<file path="src/rtl/fp_fwd_scoreboard.sv">
module fp_fwd_scoreboard #(
  parameter int NREG    = 16,
  parameter int ADD_LAT = 7,
  parameter int ADD_RDY = 6,
  parameter int MEM_LAT = 5,
  parameter int ADD_RD  = 1,
  parameter int ST_RD   = 5,
  parameter int RW      = $clog2(NREG),
  parameter int FW      = ADD_LAT - MEM_LAT + 2
) (
  input  logic            clk,
  input  logic            rst_n,
  input  logic            in_valid,
  input  logic [1:0]      in_op,
  input  logic [RW-1:0]   in_src,
  input  logic [RW-1:0]   in_dst,
  output logic            issue,
  output logic            stall,
  output logic [FW-1:0]   fwd_sel,
  output logic [NREG-1:0] rf_we
);
  localparam logic [1:0] OP_ADD = 2'd0, OP_ST = 2'd1, OP_LD = 2'd2, OP_MV = 2'd3;
  localparam int STW = $clog2(ADD_LAT + 1);
  localparam int SW  = $clog2(ADD_LAT + ST_RD + 1);
  localparam int HW  = $clog2(ST_RD);
  localparam logic [FW-1:0] SEL_RF = FW'(1) << (FW - 1);

  logic           v     [NREG];
  logic           isadd [NREG];
  logic [STW-1:0] stg   [NREG];
  logic [HW-1:0]  hold  [NREG];

  logic           s_v, s_add, rd_rf, rd_ok, alias_mv, war_ok, ok, writer;
  logic [STW-1:0] s_stg;
  logic [SW-1:0]  s_lat, s_rdy, at, s_left;

  assign s_v    = v[in_src];
  assign s_add  = isadd[in_src];
  assign s_stg  = stg[in_src];
  assign s_lat  = s_add ? SW'(ADD_LAT) : SW'(MEM_LAT);
  assign s_rdy  = s_add ? SW'(ADD_RDY) : SW'(MEM_LAT);
  assign at     = SW'(s_stg) + ((in_op == OP_ST) ? SW'(ST_RD) : SW'(ADD_RD));
  assign rd_rf  = !s_v || (at > s_lat);
  assign rd_ok  = rd_rf || (at >= s_rdy);
  assign alias_mv = (in_op == OP_MV) && s_v && (SW'(s_stg) < s_lat);
  assign s_left = s_lat - SW'(s_stg);
  assign war_ok = SW'(hold[in_dst]) <= s_left;

  always_comb begin
    case (in_op)
      OP_ADD, OP_ST: ok = rd_ok;
      OP_LD:         ok = 1'b1;
      default:       ok = !alias_mv || war_ok;
    endcase
  end

  assign issue  = in_valid && ok;
  assign stall  = in_valid && !ok;
  assign writer = issue && (in_op != OP_ST);

  always_comb begin
    fwd_sel = '0;
    if (issue) begin
      case (in_op)
        OP_ADD, OP_ST: fwd_sel = rd_rf ? SEL_RF : (FW'(1) << (at - SW'(MEM_LAT)));
        OP_MV:         fwd_sel = alias_mv ? (FW'(1) << (s_lat - SW'(MEM_LAT))) : SEL_RF;
        default:       fwd_sel = '0;
      endcase
    end
  end

  for (genvar r = 0; r < NREG; r++) begin : g_reg
    logic [STW-1:0] lat_r;
    logic           mine;
    assign lat_r    = isadd[r] ? STW'(ADD_LAT) : STW'(MEM_LAT);
    assign rf_we[r] = v[r] && (stg[r] == lat_r);
    assign mine     = writer && (in_dst == RW'(r));

    always_ff @(posedge clk or negedge rst_n) begin
      if (!rst_n) begin
        v[r]     <= 1'b0;
        isadd[r] <= 1'b0;
        stg[r]   <= '0;
        hold[r]  <= '0;
      end else begin
        if (issue && (in_op == OP_ST) && (in_src == RW'(r)))
          hold[r] <= HW'(ST_RD - 1);
        else if (hold[r] != '0)
          hold[r] <= hold[r] - HW'(1);

        if (mine) begin
          v[r]     <= 1'b1;
          isadd[r] <= alias_mv ? s_add : (in_op == OP_ADD);
          stg[r]   <= alias_mv ? (s_stg + STW'(1)) : STW'(1);
        end else if (rf_we[r]) begin
          v[r] <= 1'b0;
        end else if (v[r]) begin
          stg[r] <= stg[r] + STW'(1);
        end
      end
    end
  end
endmodule


</file>
<file path="config.mk">
export PLATFORM = sky130hd
export DESIGN_NAME = fp_fwd_scoreboard
export DESIGN_NICKNAME = d
export VERILOG_FILES = /design/src/rtl/fp_fwd_scoreboard.sv
export SDC_FILE = /design/constraint.sdc
export NUM_CORES = 1
export LEC_CHECK = 0
export ABC_AREA = 0
export BUFFER_PORTS_ARGS = -buffer_cell sky130_fd_sc_hd__buf_2
export CORE_ASPECT_RATIO = 1.5
export CORE_UTILIZATION = 64
export CTS_CLUSTER_DIAMETER = 100
export CTS_CLUSTER_SIZE = 24
export DETAILED_ROUTE_END_ITERATION = 6
export GPL_ROUTABILITY_DRIVEN = 0
export PLACE_DENSITY_LB_ADDON = 0.1
export SLEW_MARGIN = 10
export SYNTH_ARGS = -nofsm -noshare
export SYNTH_HDL_FRONTEND = slang
export SYNTH_SLANG_ARGS = --single-unit
</file>
<file path="constraint.sdc">
create_clock -name clk -period 12.2 [get_ports clk]
set_input_delay 2.44 -clock clk [delete_from_list [all_inputs] [get_ports clk]]
set_output_delay 2.44 -clock clk [all_outputs]
set_load 0.05 [all_outputs]
</file>
**Yosys cells after proc, flatten, opt, wreduce, memory -nomap -nowiden**

Cells that the tools add are included.

- Bits in registers: 128
- Input port bits: 13

- Bitwise gates (word level): 2
- Eq/ne operators: 66
- Muxes and demuxes: 150
- Shift operators: 2
- Reduce and logical (&&, ||, !) cells: 144
- Magnitude comparators: 6
- Add/sub/neg operators: 37

Operators by type and width:

| kind | count |
|---|---|
| $mux W3 | 86 |
| $reduce_bool A2 Y1 | 48 |
| $eq A4 B4 Y1 const B | 16 |
| $logic_and A1 B1 Y1 | 54 |
| $add A3 B1 Y3 const B | 17 |
| $eq A3 B3 Y1 | 16 |
| $reduce_bool A3 Y1 | 16 |
| $sub A3 B1 Y3 const B | 16 |
| $mux W1 | 37 |
| $mux W2 | 18 |
| $ne A2 B1 Y1 const B | 17 |
| $eq A4 B3 Y1 const B | 8 |
| $reduce_and A2 Y1 | 16 |
| $bmux W3 S4 | 2 |
| $eq A4 B2 Y1 const B | 4 |
| $mux W4 | 3 |
| $ge A5 B5 Y1 const B | 2 |
| $not A4 Y5 | 2 |
| $bmux W1 S4 | 2 |
| $eq A4 B1 Y1 const B | 2 |
| $logic_not A4 Y1 | 2 |
| $pmux W4 S2 | 1 |
| $shl A1 B4 Y4 const A | 2 |
| $add A3 B3 Y4 | 1 |
| other kinds (14) | 19 |

**Longest topological paths before layout**

- Depth after elaboration: 15
- Depth in mapped cells: 15
- Mapped depth without buffers: 12

**Worst setup path after synthesis**

Ideal clock, no wire load.

- Path type: input port to output port
- From: input port in_src[3]
- To: output port fwd_sel[0]
- Data required time: 9760 ps
- Path slack: 3230 ps
- Buffers on the path: 3
- Data arrival time: 6530 ps
- Stages on the path: 13
- Cells stage by stage: clkbuf_1 -> clkbuf_1 -> mux4_2 -> mux2_4 -> mux2_4 -> ha_1 -> ha_1 -> mux2i_1 -> o22ai_1 -> o211ai_4 -> nand2b_1 -> buf_2 -> nor3_1

- Cells in the longest elaborated chain, start to end: 12
- Elaborated cells between the ends (all ways): 35
- Those cells by class: 4 x add/sub; 4 x order compare; 2 x shift; 16 x mux; 1 x bitwise; 8 x reduce/logical

Ends and longest elaborated chain:

| item | RTL line | RTL |
|---|---|---|
| from (decl) | 15 | `input logic [RW-1:0] in_src,` |
| $not A4 Y5 (implied by the code) * | 37, 38, 39 |  |
| branches (longest 10 deep; another with $add A3 B3 Y4) | - |  |
| $mux W4 * | 63 | `if (issue) begin` |
| to (decl) | 19 | `output logic [FW-1:0] fwd_sel,` |

Mark *: on every way between the ends. The select of a mux whose other input is x is not followed.

**Final worst setup path**

- From: input port in_src[1]
- To: output port stall

- Cells in the longest elaborated chain, start to end: 12
- Elaborated cells between the ends (all ways): 28
- Those cells by class: 2 x add/sub; 4 x order compare; 12 x mux; 1 x bitwise; 9 x reduce/logical

Ends and longest elaborated chain:

| item | RTL line | RTL |
|---|---|---|
| $not A4 Y5 (implied by the code) * | 37, 38, 39 |  |
| branches (longest 8 deep; another with $sub A3 B3 Y4) | - |  |
| $pmux W1 S2 * | 50 | `case (in_op)` |
| $logic_not A1 Y1 * | 58 | `assign stall = in_valid && !ok;` |
| $logic_and A1 B1 Y1 * | 58 |  |
| to (decl) | 18 | `output logic stall,` |

Marks and branches as above.

==> qor.csv <==
stage,metric,value,unit
placed_design,placed instance area,9000,sq um
layout,layout cell share with drive strength beyond 1,19.2,%
synth,Yosys top cell area share,36.6,%
setup_path,Critical Path RT,9760,ps
cts,CTS tree,done,
timing,setup TNS,0,ps
route,wire length per cell,21.5,microns
power_and_ir_drop,Leak,4.68,nW
timing,Slew Limit Fails,0,
floorplanning,core box area,13400,sq um
placed_design,I/O Buffers,34,
grt,first-pass GRT wire length,34900,microns
synth,top cell type by total area after synthesis,dfrtp_1,
synth,ranking of synthesized cells by area,"dfrtp_1 37%, mux2i_1 11%, ha_1 8.2%, mux4_2 7.5%, xnor2_1 4.5%",
setup_path,most frequent CP cell,ha_1,
synth,Netlist cell types,55,
min_path,Hold Crit Class,register to register,
synth,Yosys warnings,0,
grt,total grt overflow,0,
placed_design,HPWL after DPL,15200,microns
layout,# diodes,0,
grt,antenna violations before repair,0,
status,status,"finished, final reports clean",
synth,"Primary FF master, synth",dfrtp_1,
setup_path,Critical Path Max Stage Delay,990,ps
setup_path,CP startpoint,in_src[1],
cts,clock sinks,128,
synth,number of synthesized flops with an enable pin,0,
timing,fmax,105,MHz
timing,min cycle time layout,9550,ps
run,max-cap violation count,0,
setup_path,critical path type,input port to output pin,
synth,fraction of registers with async set/reset,100,%
setup_path,CP Launch Type,input port,
synth,syn nets,856,
setup_path,Worst EP arrival,7110,ps
floorplanning,I/O Pins,35,
layout,area delta synth->final,10.1,%
cts,Clock Latency Late Sink,420,ps
route,ANT nets after route,0,
grt,largest net degree at the start of global routing,73,
route,DR pass1 iterations,5,
setup_path,crit path max fanout,24,
cts,Clock Root Buffer,clkbuf_16,
setup_path,worst-path cell chain,buf_2 > mux4_1 > mux2_2 > mux2_2 > ha_1 > ha_1 > ha_1 > o21a_1 > o21ai_0 > a211oi_4 > nand2b_1 > buf_4 > and2_1 > buf_2,
power_and_ir_drop,maximum VDD drop,133,uV
synth,"Cell Area, Synth",8750,sq um
floorplanning,Chip Width,97.5,microns
floorplanning,row count,52,
timing,slew margin rel.,18.6,%
layout,design area,9630,sq um
grt,Total GRT Usage,32.0,%
setup_path,reg2reg start,stg[43]$_DFFE_PN0P_,
timing,Tcrit/Tclk final,78.3,%
floorplanning,Initial Utilization,65.3,%
synth,syn avg cell area,11.1,sq um
timing,final hold vios,0,
route,vias per cell,6.29,
floorplanning,Die Y,145,microns
floorplanning,die footprint,14200,sq um
cts,hold buffer count at CTS,0,
synth,Post-synth top cells,"128 x dfrtp_1, 97 x mux2i_1, 57 x ha_1",
synth,"count leader, synth",dfrtp_1,
timing,final worst clock skew,9.16,ps
setup_path,Crit. End Element,output pin,
cts,postcts setup bufs,0,
timing,Worst Max-Slew Pin Slew,1220,ps
cts,Max clock buf depth,2,
route,Remaining DRCs,0,
grt,number of global-route vias before repair,6733,
setup_path,CP max stage cell,a211oi_4,
synth,"flops & latches, synth",128,
cts,# H-tree levels,4,
timing,Final setup viols,0,
synth,Syn Inst Count,786,
route,DRT iter0 DRCs,348,
power_and_ir_drop,PwrDens,271,nW/um^2
min_path,HP Start,hold[5]$_DFFE_PN0P_,
route,Vias,6225,
cts,Post-CTS Resized,0,
timing,RSZ-0062 raised after global routing,no,
route,Total Wirelength,21300,microns
layout,Final #Nets,885,
cts,cts bufs inserted,17,
cts,Clock transition at path regs,60,ps
synth,sequential fraction of the synthesis area,36.6,%
sequential cells by signal (all words and copies together) (netlist names):
signal,count
hold,48
isadd,16
stg,48
v,16
metal layers:
layer	vias up	part of all wire (%)	track usage [%]
li1	2842	-	-
met1	3147	38	35.8
met3	62	3.7	4.58
met5	-	0	0
met2	174	54	58.1
met4	0	4.5	16.6
metrics by stage:
| step | total power [mW] | cells | setup slack (ps) | hold slack, ps | utilization [%] |
|---|---|---|---|---|---|
| after floorplan | 1.75 | 786 | 3230 | 494 | - |
| after global placement | 1.95 | 958 | 2850 | 518 | 67.2 |
| after detailed placement | 2.04 | 958 | 2720 | 551 | 67.2 |
| after CTS | 2.61 | 990 | 2690 | 565 | 71.9 |
| after global routing | 2.80 | 990 | 2430 | 576 | 71.9 |
| final | 2.61 | 990 | 2650 | 566 | 71.9 |
worst max-delay path: cells and delay by family:
family | cells | cell delay, ps
AOI/OAI and AO/OA | 3 | 1230
and+or+nand+nor | 2 | 370
muxes | 3 | 1270
adders and majority gates | 3 | 780
buffers and inverters | 3 | 1010
final timing paths:
| path | to | slack (ps) | cells past startpoint |
|---|---|---|---|
| worst max register to register | isadd[8]$_DFFE_PN0P_ | 7660 | 10 |
| worst min-delay path | hold[5]$_DFFE_PN0P_ | 570 | 2 |
| min in group asynchronous | hold[18]$_DFFE_PN0P_ | 2160 | 1 |
| worst min register to register | hold[5]$_DFFE_PN0P_ | 570 | 2 |
| max in group asynchronous | isadd[0]$_DFFE_PN0P_ | 8720 | 2 |
| worst max-delay path | stall | 2650 | 14 |
layout make-up:
| cell class | instances | area (sq um) |
|---|---|---|
| clock buffers | 19 | 443 |
| inverters | 56 | 210 |
| well taps | 162 | 203 |
| repair buffers | 40 | 218 |
| clock inverters | 13 | 186 |
| fillers | 953 | 3770 |
| flip-flops and latches | 128 | 3200 |
| multi-input cells | 572 | 5170 |
where the power goes:
| part | switching (mW) | total, mW | internal, mW |
|---|---|---|---|
| combinational | 0.607 | 1.19 | 0.583 |
| sequential | 0.232 | 0.870 | 0.639 |
| clock | 0.198 | 0.546 | 0.348 |
| total | 1.04 | 2.61 | 1.57 |
logic make-up (layout without fill, tap and decap cells):
kind of cell,after synthesis,in the layout,share of synthesized area [%]
and+or+nand+nor,223,223,14.8
AOI/OAI and AO/OA,88,88,7.34
DFF,128,128,36.6
xor gates and xnor gates,50,50,5.01
muxes,154,154,23.6
buffers and inverters,86,128,4.46
adders and majority gates,57,57,8.15
cells in the final DEF, fill, tap and decap left out, types with 4 or more instances in the layout:
| cell | instances |
|---|---|
| buf_4 | 7 |
| a31oi_1 | 19 |
| dfrtp_1 | 128 |
| mux2i_1 | 97 |
| and2_1 | 18 |
| mux4_1 | 6 |
| mux2_1 | 8 |
| mux2_4 | 10 |
| nor2_1 | 55 |
| nor3_1 | 8 |
| and3_1 | 17 |
| xnor2_1 | 45 |
| mux4_2 | 29 |
| bufinv_16 | 4 |
| clkbuf_16 | 17 |
| nand2b_1 | 17 |
| nand2_4 | 9 |
| ha_1 | 57 |
| nand2_2 | 4 |
| nor2b_1 | 21 |
| a31oi_2 | 11 |
| xor2_1 | 5 |
| nand3_1 | 4 |
| o21ai_0 | 19 |
| nand3b_1 | 4 |
| nand2_1 | 39 |
| nor3_2 | 9 |
| inv_1 | 56 |
| a22o_1 | 4 |
| clkinvlp_4 | 4 |
| mux2_2 | 4 |
| a21oi_1 | 17 |
| buf_2 | 33 |
No activity file was read; power rests on OpenSTA's default activity.
